[config.mk]
export PLATFORM = sky130hd
export DESIGN_NAME = slot_alloc_table
export DESIGN_NICKNAME = d
export VERILOG_FILES = /design/src/rtl/sat_pkg.sv /design/src/rtl/sat_shadow.sv /design/src/rtl/sat_commit.sv /design/src/rtl/sat_slot_map.sv /design/src/rtl/slot_alloc_table.sv
export SDC_FILE = /design/constraint.sdc
export NUM_CORES = 1
export LEC_CHECK = 0
export ABC_AREA = 1
export BUFFER_PORTS_ARGS = -buffer_cell sky130_fd_sc_hd__buf_2
export CAP_MARGIN = 20
export CORE_ASPECT_RATIO = 1.1
export CORE_UTILIZATION = 59
export DETAILED_ROUTE_END_ITERATION = 10
export PLACE_DENSITY = 0.84
export SYNTH_ARGS = -nofsm -noshare
export SYNTH_HDL_FRONTEND = slang
export SYNTH_SLANG_ARGS = --single-unit
export TNS_END_PERCENT = 100
[constraint.sdc]
create_clock -name clk -period 7.9 [get_ports clk]
set_input_delay 1.58 -clock clk [delete_from_list [all_inputs] [get_ports clk]]
set_output_delay 1.58 -clock clk [all_outputs]
set_load 0.02 [all_outputs]
[src/rtl/sat_pkg.sv]
package sat_pkg;
  typedef enum logic [1:0] {
    UPD_NONE   = 2'd0,
    UPD_TRIG   = 2'd1,
    UPD_DIRECT = 2'd2,
    UPD_RSVD   = 2'd3
  } upd_cmd_e;

  typedef enum logic [1:0] {
    ST_IDLE = 2'd0,
    ST_TRIG = 2'd1,
    ST_ARM  = 2'd2
  } commit_st_e;
endpackage

[src/rtl/sat_shadow.sv]
module sat_shadow #(
  parameter int NUM_VC = 4,
  parameter int SRC_W  = 2,
  parameter int SLOT_W = 6,
  localparam int IDX_W = (NUM_VC > 1) ? $clog2(NUM_VC) : 1
) (
  input  logic                     clk,
  input  logic                     rst_n,
  input  logic                     we,
  input  logic [IDX_W-1:0]         idx,
  input  logic [SRC_W-1:0]         src,
  input  logic [SLOT_W-1:0]        cnt,
  output logic [NUM_VC*SRC_W-1:0]  shd_src,
  output logic [NUM_VC*SLOT_W-1:0] shd_cnt
);
  for (genvar g = 0; g < NUM_VC; g++) begin : g_ent
    logic hit;
    assign hit = we && (idx == IDX_W'(g));
    always_ff @(posedge clk or negedge rst_n) begin
      if (!rst_n) begin
        shd_src[g*SRC_W +: SRC_W]   <= '0;
        shd_cnt[g*SLOT_W +: SLOT_W] <= '0;
      end else if (hit) begin
        shd_src[g*SRC_W +: SRC_W]   <= src;
        shd_cnt[g*SLOT_W +: SLOT_W] <= cnt;
      end
    end
  end
endmodule

[src/rtl/sat_commit.sv]
module sat_commit
  import sat_pkg::*;
(
  input  logic       clk,
  input  logic       rst_n,
  input  logic [1:0] cmd,
  input  logic       trig_done,
  input  logic       frame_edge,
  output logic       pending,
  output logic       trig_req,
  output logic       commit
);
  commit_st_e st, st_nx;

  always_comb begin
    st_nx = st;
    unique case (st)
      ST_IDLE: begin
        if (upd_cmd_e'(cmd) == UPD_TRIG)        st_nx = ST_TRIG;
        else if (upd_cmd_e'(cmd) == UPD_DIRECT) st_nx = ST_ARM;
      end
      ST_TRIG: if (trig_done)  st_nx = ST_ARM;
      ST_ARM:  if (frame_edge) st_nx = ST_IDLE;
      default: st_nx = ST_IDLE;
    endcase
  end

  always_ff @(posedge clk or negedge rst_n) begin
    if (!rst_n) st <= ST_IDLE;
    else        st <= st_nx;
  end

  assign pending  = (st != ST_IDLE);
  assign trig_req = (st == ST_TRIG);
  assign commit   = (st == ST_ARM) && frame_edge;
endmodule

[src/rtl/sat_slot_map.sv]
module sat_slot_map #(
  parameter int NUM_VC = 4,
  parameter int SRC_W  = 2,
  parameter int SLOT_W = 6,
  localparam int IDX_W = (NUM_VC > 1) ? $clog2(NUM_VC) : 1,
  localparam int SUM_W = SLOT_W + IDX_W + 1,
  localparam int FRAME = 1 << SLOT_W
) (
  input  logic                     clk,
  input  logic                     rst_n,
  input  logic                     commit,
  input  logic [NUM_VC*SRC_W-1:0]  shd_src,
  input  logic [NUM_VC*SLOT_W-1:0] shd_cnt,
  input  logic [SLOT_W-1:0]        slot_idx,
  output logic [NUM_VC*SRC_W-1:0]  act_src,
  output logic [NUM_VC*SLOT_W-1:0] act_cnt,
  output logic                     owner_vld,
  output logic [IDX_W-1:0]         owner_vc,
  output logic [SRC_W-1:0]         owner_src,
  output logic                     alloc_err
);
  // Clip a slot position to the frame end.
  function automatic logic [SUM_W-1:0] clip_pos(input logic [SUM_W-1:0] v);
    return (v > SUM_W'(FRAME)) ? SUM_W'(FRAME) : v;
  endfunction

  always_ff @(posedge clk or negedge rst_n) begin
    if (!rst_n) begin
      act_src <= '0;
      act_cnt <= '0;
    end else if (commit) begin
      act_src <= shd_src;
      act_cnt <= shd_cnt;
    end
  end

  logic [SUM_W-1:0] lo [NUM_VC];
  logic [SUM_W-1:0] hi [NUM_VC];
  logic [SUM_W-1:0] total;

  always_comb begin
    logic [SUM_W-1:0] run;
    run = SUM_W'(1);
    for (int i = 0; i < NUM_VC; i++) begin
      lo[i] = clip_pos(run);
      run   = run + SUM_W'(act_cnt[i*SLOT_W +: SLOT_W]);
      hi[i] = clip_pos(run);
    end
    total = run - SUM_W'(1);
  end

  assign alloc_err = (total > SUM_W'(FRAME - 1));

  logic [NUM_VC-1:0] hit;
  for (genvar g = 0; g < NUM_VC; g++) begin : g_hit
    assign hit[g] = (SUM_W'(slot_idx) >= lo[g]) && (SUM_W'(slot_idx) < hi[g]);
  end

  always_comb begin
    owner_vld = 1'b0;
    owner_vc  = '0;
    owner_src = '0;
    for (int i = 0; i < NUM_VC; i++) begin
      if (hit[i] && !owner_vld) begin
        owner_vld = 1'b1;
        owner_vc  = IDX_W'(i);
        owner_src = act_src[i*SRC_W +: SRC_W];
      end
    end
  end
endmodule

[src/rtl/slot_alloc_table.sv]
module slot_alloc_table #(
  parameter int NUM_VC = 4,
  parameter int SRC_W  = 2,
  parameter int SLOT_W = 6,
  localparam int IDX_W = (NUM_VC > 1) ? $clog2(NUM_VC) : 1
) (
  input  logic                     clk,
  input  logic                     rst_n,
  input  logic                     shd_we,
  input  logic [IDX_W-1:0]         shd_idx,
  input  logic [SRC_W-1:0]         shd_src,
  input  logic [SLOT_W-1:0]        shd_cnt,
  input  logic [1:0]               upd_cmd,
  input  logic                     trig_done,
  input  logic                     slot_adv,
  output logic                     pending,
  output logic                     trig_req,
  output logic [NUM_VC*SRC_W-1:0]  act_src,
  output logic [NUM_VC*SLOT_W-1:0] act_cnt,
  output logic [SLOT_W-1:0]        slot_idx,
  output logic                     hdr_slot,
  output logic                     owner_vld,
  output logic [IDX_W-1:0]         owner_vc,
  output logic [SRC_W-1:0]         owner_src,
  output logic                     alloc_err
);
  logic [NUM_VC*SRC_W-1:0]  sh_src;
  logic [NUM_VC*SLOT_W-1:0] sh_cnt;
  logic                     frame_edge;
  logic                     commit;

  always_ff @(posedge clk or negedge rst_n) begin
    if (!rst_n)        slot_idx <= '0;
    else if (slot_adv) slot_idx <= slot_idx + SLOT_W'(1);
  end

  assign frame_edge = slot_adv && (slot_idx == '1);
  assign hdr_slot   = (slot_idx == '0);

  sat_shadow #(.NUM_VC(NUM_VC), .SRC_W(SRC_W), .SLOT_W(SLOT_W)) u_shadow (
    .clk(clk), .rst_n(rst_n), .we(shd_we), .idx(shd_idx),
    .src(shd_src), .cnt(shd_cnt), .shd_src(sh_src), .shd_cnt(sh_cnt)
  );

  sat_commit u_commit (
    .clk(clk), .rst_n(rst_n), .cmd(upd_cmd), .trig_done(trig_done),
    .frame_edge(frame_edge), .pending(pending), .trig_req(trig_req),
    .commit(commit)
  );

  sat_slot_map #(.NUM_VC(NUM_VC), .SRC_W(SRC_W), .SLOT_W(SLOT_W)) u_map (
    .clk(clk), .rst_n(rst_n), .commit(commit), .shd_src(sh_src),
    .shd_cnt(sh_cnt), .slot_idx(slot_idx), .act_src(act_src),
    .act_cnt(act_cnt), .owner_vld(owner_vld), .owner_vc(owner_vc),
    .owner_src(owner_src), .alloc_err(alloc_err)
  );
endmodule


### Word level (Yosys, flattened, before mapping)

Cells that the tools add are included.

| word-level totals | value |
|---|---|
| bits in registers | 72 |
| output and inout bits | 47 |

| operators by class | value |
|---|---|
| $lt $le $gt $ge | 13 |
| equal/unequal tests | 11 |
| mux-type cells | 20 |
| reduce and logical (&&, ||, !) cells | 21 |
| $add $sub $neg | 6 |

Operators by type and width:

| cell | count |
|---|---|
| > comparator 9 x 7 -> 1 bit (second input constant) | 4 |
| < comparator 6 x 9 -> 1 bit | 4 |
| two-way mux 9 bit | 4 |
| adder 9 x 6 -> 9 bit | 3 |
| greater-or-equal comparator 6 x 9 -> 1 bit | 3 |
| two-way mux 2 bit | 10 |
| logical AND 1 bit | 13 |
| > comparator 9 x 6 -> 1 bit (second input constant) | 1 |
| subtractor 9 x 1 -> 9 bit (second input constant) | 1 |
| equality test 2 bit (second input constant) | 4 |
| adder 1 x 6 -> 7 bit (first input constant) | 1 |
| adder 6 x 1 -> 6 bit (second input constant) | 1 |
| equality test 2 x 1 -> 1 bit (second input constant) | 3 |
| equality test 6 bit (second input constant) | 1 |
| greater-or-equal comparator 6 x 1 -> 1 bit (second input constant) | 1 |
| logical NOT 6 bit | 1 |
| case mux 2 bit (3 select lines) | 1 |
| two-way mux 1 bit | 5 |
| logical NOT 2 bit | 2 |
| logical NOT 1 bit | 3 |
| inequality test 3 x 1 -> 1 bit (second input constant) | 1 |
| AND reduction 3 bit | 1 |
| inequality test 2 x 1 -> 1 bit (second input constant) | 1 |
| inequality test 2 bit (second input constant) | 1 |
| nonzero test 2 bit | 1 |

### Longest topological paths before layout

| logic depth | value |
|---|---|
| depth after elaboration | 15 |
| mapped depth | 36 |
| mapped depth without buffers | 36 |

### By module

From an unflattened synthesis, not the netlist that was laid out.

| second synthesis, totals | value |
|---|---|
| cells, all modules | 643 |
| area total of the unflattened synthesis | 5,401.4 µm² |

Modules (own cells, without submodules):

| module | times used | cells each | area each (µm²) |
|---|---|---|---|
| sat_slot_map | 1 | 435 | 3,472.1 |
| sat_shadow | 1 | 143 | 1,436.4 |
| slot_alloc_table | 1 | 44 | 344.1 |
| sat_commit | 1 | 21 | 148.9 |

### Worst setup path after synthesis

Ideal clock, no wire load.

| path | value |
|---|---|
| path kind | register -> output |
| from | reg u_map.act_cnt[0] |
| to | out owner_vc[0] |
| stages on the path, launching flop included | 31 |
| slack | 1.191 ns |
| arrival | 5.129 ns |
| path buffers | 0 |
| cell sequence | dfrtp_1 ha_1 xor2_1 ha_1 a21oi_1 nand2_1 xor2_1 inv_1 ha_1 a21o_1 o21bai_1 xnor2_1 inv_1 ha_1 nand2_1 or2_2 nand4_1 nand2_1 nor2_1 nor2_2 nor2_4 nand2_2 or2_1 ha_1 o21ai_0 o221ai_1 a21oi_1 a21oi_1 nand3_2 nand3_2 nand2_1 |

| on the way | value |
|---|---|
| cells in the longest elaborated chain, start to end | 15 |
| elaborated cells between the ends (all ways) | 35 |

RTL lines:

| item | RTL line | source |
|---|---|---|
| start: declaration | sat_slot_map.sv:16 | `output logic [NUM_VC*SLOT_W-1:0] act_cnt,` |
| start signal: assignment | sat_slot_map.sv:33 | `act_cnt <= shd_cnt;` |
| adder 1 x 6 -> 7 bit (*) | sat_slot_map.sv:46 | `run = run + SUM_W'(act_cnt[i*SLOT_W +: SLOT_W]);` |
| parallel branches: the longest is 13 deep, another holds adder 9 x 6 -> 9 bit | - |  |
| two-way mux 2 bit (*) | sat_slot_map.sv:64 | `if (hit[i] && !owner_vld) begin` |
| end: declaration | slot_alloc_table.sv:23 | `output logic [IDX_W-1:0] owner_vc,` |

Every way passes the cells marked *.

### Final worst setup path

| path | value |
|---|---|
| from | reg u_map.act_cnt[1] |
| to | out owner_vc[1] |

The elaborated chain is that of the path after synthesis.

==> reports/qor.csv <==
stage,metric,value,unit
setup_path,RR Endpoint,u_map.act_cnt[8]$_DFFE_PN0P_,
synth,Synth Cell Area,0.005052,mm2
clock_network,Clock Latency Late Sink,350,ps
cells_and_area,Final Cell Area,0.005739,mm2
worst_hold_path,hold path startpoint,u_shadow.shd_cnt[17]$_DFFE_PN0P_,
power_and_ir_drop,switch share,43.93,%
clock_network,CTS tree,built,
setup_path,Crit Path Max Fanout,6,
setup_path,Worst R2R Start,slot_idx[1]$_DFFE_PN0P_,
setup_path,worst path arrival time,5850,ps
clock_network,H-tree depth,3,
power_and_ir_drop,VDD IR max,0.2744,mV
worst_hold_path,worst hold stages,2,
clock_network,buffer count from post-CTS setup fixing,0,
setup_path,Startpoint Class,flop,
global_routing,global-route wire length before repair,19.77,mm
clock_network,CTS root buffer,clkbuf_8,
power_and_ir_drop,clock share of power,21.4,%
synth,syn_nets,669,
clock_network,Worst-path clk slew,80,ps
routing,total number of vias,4337,
cells_and_area,most frequent cells in the layout,"nand2_1, inv_1, dfrtp_1",
worst_hold_path,Hold Path End,u_shadow.shd_cnt[17]$_DFFE_PN0P_,
worst_hold_path,Hold WC Path Type,reg -> reg,
setup_path,CP Buf/Inv Count,4,
power_and_ir_drop,Flop pwr share,32.7,%
setup_path,Top Family by Delay on Critical Path,adder cells,
floorplanning,initial core utilization,60.72,%
global_routing,largest net degree at the start of global routing,73,
routing,Routed Antenna Nets,0,
synth,Post-synth EDFFs,0,
cells_and_area,P&R area growth vs syn,13.60,%
cells_and_area,number of diodes,0,
floorplanning,Core ar.,0.008320,mm2
timing,final setup fails,0,
synth,register bit count reported by yosys,72,
placed_design,post-DP HPWL,9.365,mm
routing,# DRC,0,
routing,initial drt markers,196,
routing,total iterations of the first detailed-routing run,4,
floorplanning,Ports,64,
setup_path,Worst EP required,6320,ps
timing,fmax,0.1347,GHz
synth,synth warn,0,
timing,unrepaired setup endpoints after global routing,false,
timing,Worst Tran Pin Value,906.5,ps
cells_and_area,"most common cell after layout, fill and taps aside",nand2_1,
floorplanning,Die Area,0.008938,mm2
setup_path,Critical Path Most Common Cell,ha_1,
setup_path,CP max stage delay,450,ps
synth,ys async rst share,100.0,%
synth,Synth cell types,42,
placed_design,dpl cell area,0.005482,mm2
clock_network,clk buf depth,2,
synth,Most used DFF post-synth,dfrtp_1,
timing,Setup TNS,0,ps
power_and_ir_drop,combinational share of power,46.0,%
power_and_ir_drop,Leak,3.234,nW
floorplanning,Die X,90.23,um
setup_path,R2R depth,7,
timing,worst rel slew slack,39.56,%
timing,"Slew Viols, Final",0,
timing,Worst Skew,12.76,ps
synth,Cells after Synth,597,
timing,minimum clock period,7426,ps
setup_path,critical path class,reg -> out,
outcome,status,completed,
placed_design,Port Buffers,63,
global_routing,initial antenna violation count,0,
clock_network,Num CTS Buffers,9,
global_routing,grt ovf,0,
cells_and_area,fraction of layout cells with a size suffix above 1,23.88,%
routing,total wire length,12.14,mm
synth,post-synthesis sequential area ratio,35.66,%
cells_and_area,layout filler cell count,677,
setup_path,slowest CP cell,dfrtp_2,
power_and_ir_drop,power density cells,262.9,mW/mm2
global_routing,number of global-route vias before repair,4224,
floorplanning,row count,35,
setup_path,R2R Setup Slk,5720,ps
routing,DR vias/cell,5.553,
synth,syn_area_per_cell,8.463,um2
power_and_ir_drop,Sw Pwr,0.6628,mW
cells_and_area,fin nets,737,
power_and_ir_drop,cell internal pwr,0.8460,mW
flow_run,Max Cap Violations,0,
routing,Routed wire per std cell,15.55,um
global_routing,GRT Util Overall,28.27,%
setup_path,crit end category,output port,
timing,"Period Utilization, post-route",94.00,%
floorplanning,chip height,99.06,um
clock_network,clk sinks,72,
timing,final hold violations,0,
placed_design,final RePlAce weighted congestion,0.8965,
[worst max-delay path by stage]
stage | from | endpoint | slack, ps | depth (start not counted)
final | u_map.act_cnt[1]$_DFFE_PN0P_ | owner_vc[1] | 470 | 32
after CTS | u_map.act_cnt[0]$_DFFE_PN0P_ | owner_vc[1] | 220 | 32
after global placement | u_map.act_cnt[0]$_DFFE_PN0P_ | owner_src[1] | 770 | 32
after floorplan | u_map.act_cnt[0]$_DFFE_PN0P_ | owner_vc[0] | 1190 | 30
after global routing | u_map.act_cnt[1]$_DFFE_PN0P_ | owner_src[1] | 20 | 32
after detailed placement | u_map.act_cnt[0]$_DFFE_PN0P_ | owner_vc[1] | 610 | 32
[tightest hold or removal path, delay by kind of cell (launching register included)]
kind | cells | cell delay (ps)
simple gates | 1 | 50
compound gates | 1 | 60
flops | 1 | 350
[metal layers]
metal  GRT usage, %  vias to the layer above  wire length (um)
met5              0                        -                 0
met4          8.933                        0               271
met3          5.015                       19               637
met2          52.50                      131              6245
met1          33.03                     2083              4987
li1               -                     2104                 -
[cell usage after synthesis (2+ instances only)]
library cell | n | share of area [%]
a21oi_1 | 26 | 2.6
a21oi_4 | 2 | 0.64
buf_2 | 2 | 0.20
buf_4 | 2 | 0.30
clkbuf_1 | 4 | 0.30
dfrtp_1 | 72 | 36
fa_1 | 3 | 1.2
ha_1 | 52 | 13
inv_1 | 75 | 5.6
inv_2 | 2 | 0.15
mux2_2 | 28 | 6.2
nand2_1 | 128 | 9.5
nand2_2 | 10 | 1.2
nand2_4 | 6 | 1.3
nand3_1 | 36 | 3.6
nand3_2 | 7 | 1.4
nand4_1 | 12 | 1.5
nor2_1 | 30 | 2.2
nor2_2 | 5 | 0.62
nor2_4 | 2 | 0.45
nor3_1 | 4 | 0.40
nor4_1 | 2 | 0.25
o21ai_0 | 47 | 4.7
o21ai_2 | 3 | 0.52
o21bai_1 | 2 | 0.30
xnor2_1 | 6 | 1.0
xor2_1 | 14 | 2.4
[state kept, by name, indices dropped and copies added (netlist names)]
signal	flops
u_shadow.shd_src	8
slot_idx	6
u_commit.st	2
u_shadow.shd_cnt	24
u_map.act_cnt	24
u_map.act_src	8
[per-stage QoR]
stage	power [mW]	std cells	setup slack [ps]	hold slack, ps	util, %
final	1.509	781	473.7	489.0	68.98
after global routing	1.618	781	17.06	521.7	68.98
after CTS	1.513	781	224.3	492.6	68.54
after detailed placement	1.186	765	611.7	473.9	65.88
after global placement	1.139	765	771.0	462.2	65.88
after floorplan	0.9788	597	1191	449.2	-
[repair_timing]
action | in CTS | in global routing
endpoints found under the setup margin | 0 | 5
hold buffers | 0 | 0
gates resized for setup | 0 | 10
hold endpoints to repair | 0 | 0
[layout make-up]
cell class              count  area [um2]  area share, %
clock buffers              10       127.6          2.224
clock inverters             6       93.84          1.635
inverters                  78       294.0          5.123
multi-input cells         439        2949          51.38
flip-flops and latches     72        1805          31.46
well taps                 111       138.9          2.420
repair buffers             65       330.3          5.755
[kinds of logic after synthesis]
logic type / share of synthesized area (%)
simple gates: 23.48
compound gates: 9.931
buf+inv: 6.612
flops: 35.66
fa+ha+maj: 14.07
mux: 6.241
xor+xnor: 4.012
[power by group through the flow]
stage                     Sequential, mW  Combinational, mW  Clock, mW
after floorplan                    0.499              0.480          0
after global placement             0.494              0.645          0
after detailed placement           0.498              0.688          0
after CTS                          0.491              0.691      0.330
after global routing               0.500              0.776      0.342
final                              0.493              0.694      0.322
Power figures use the tool's default switching activity.
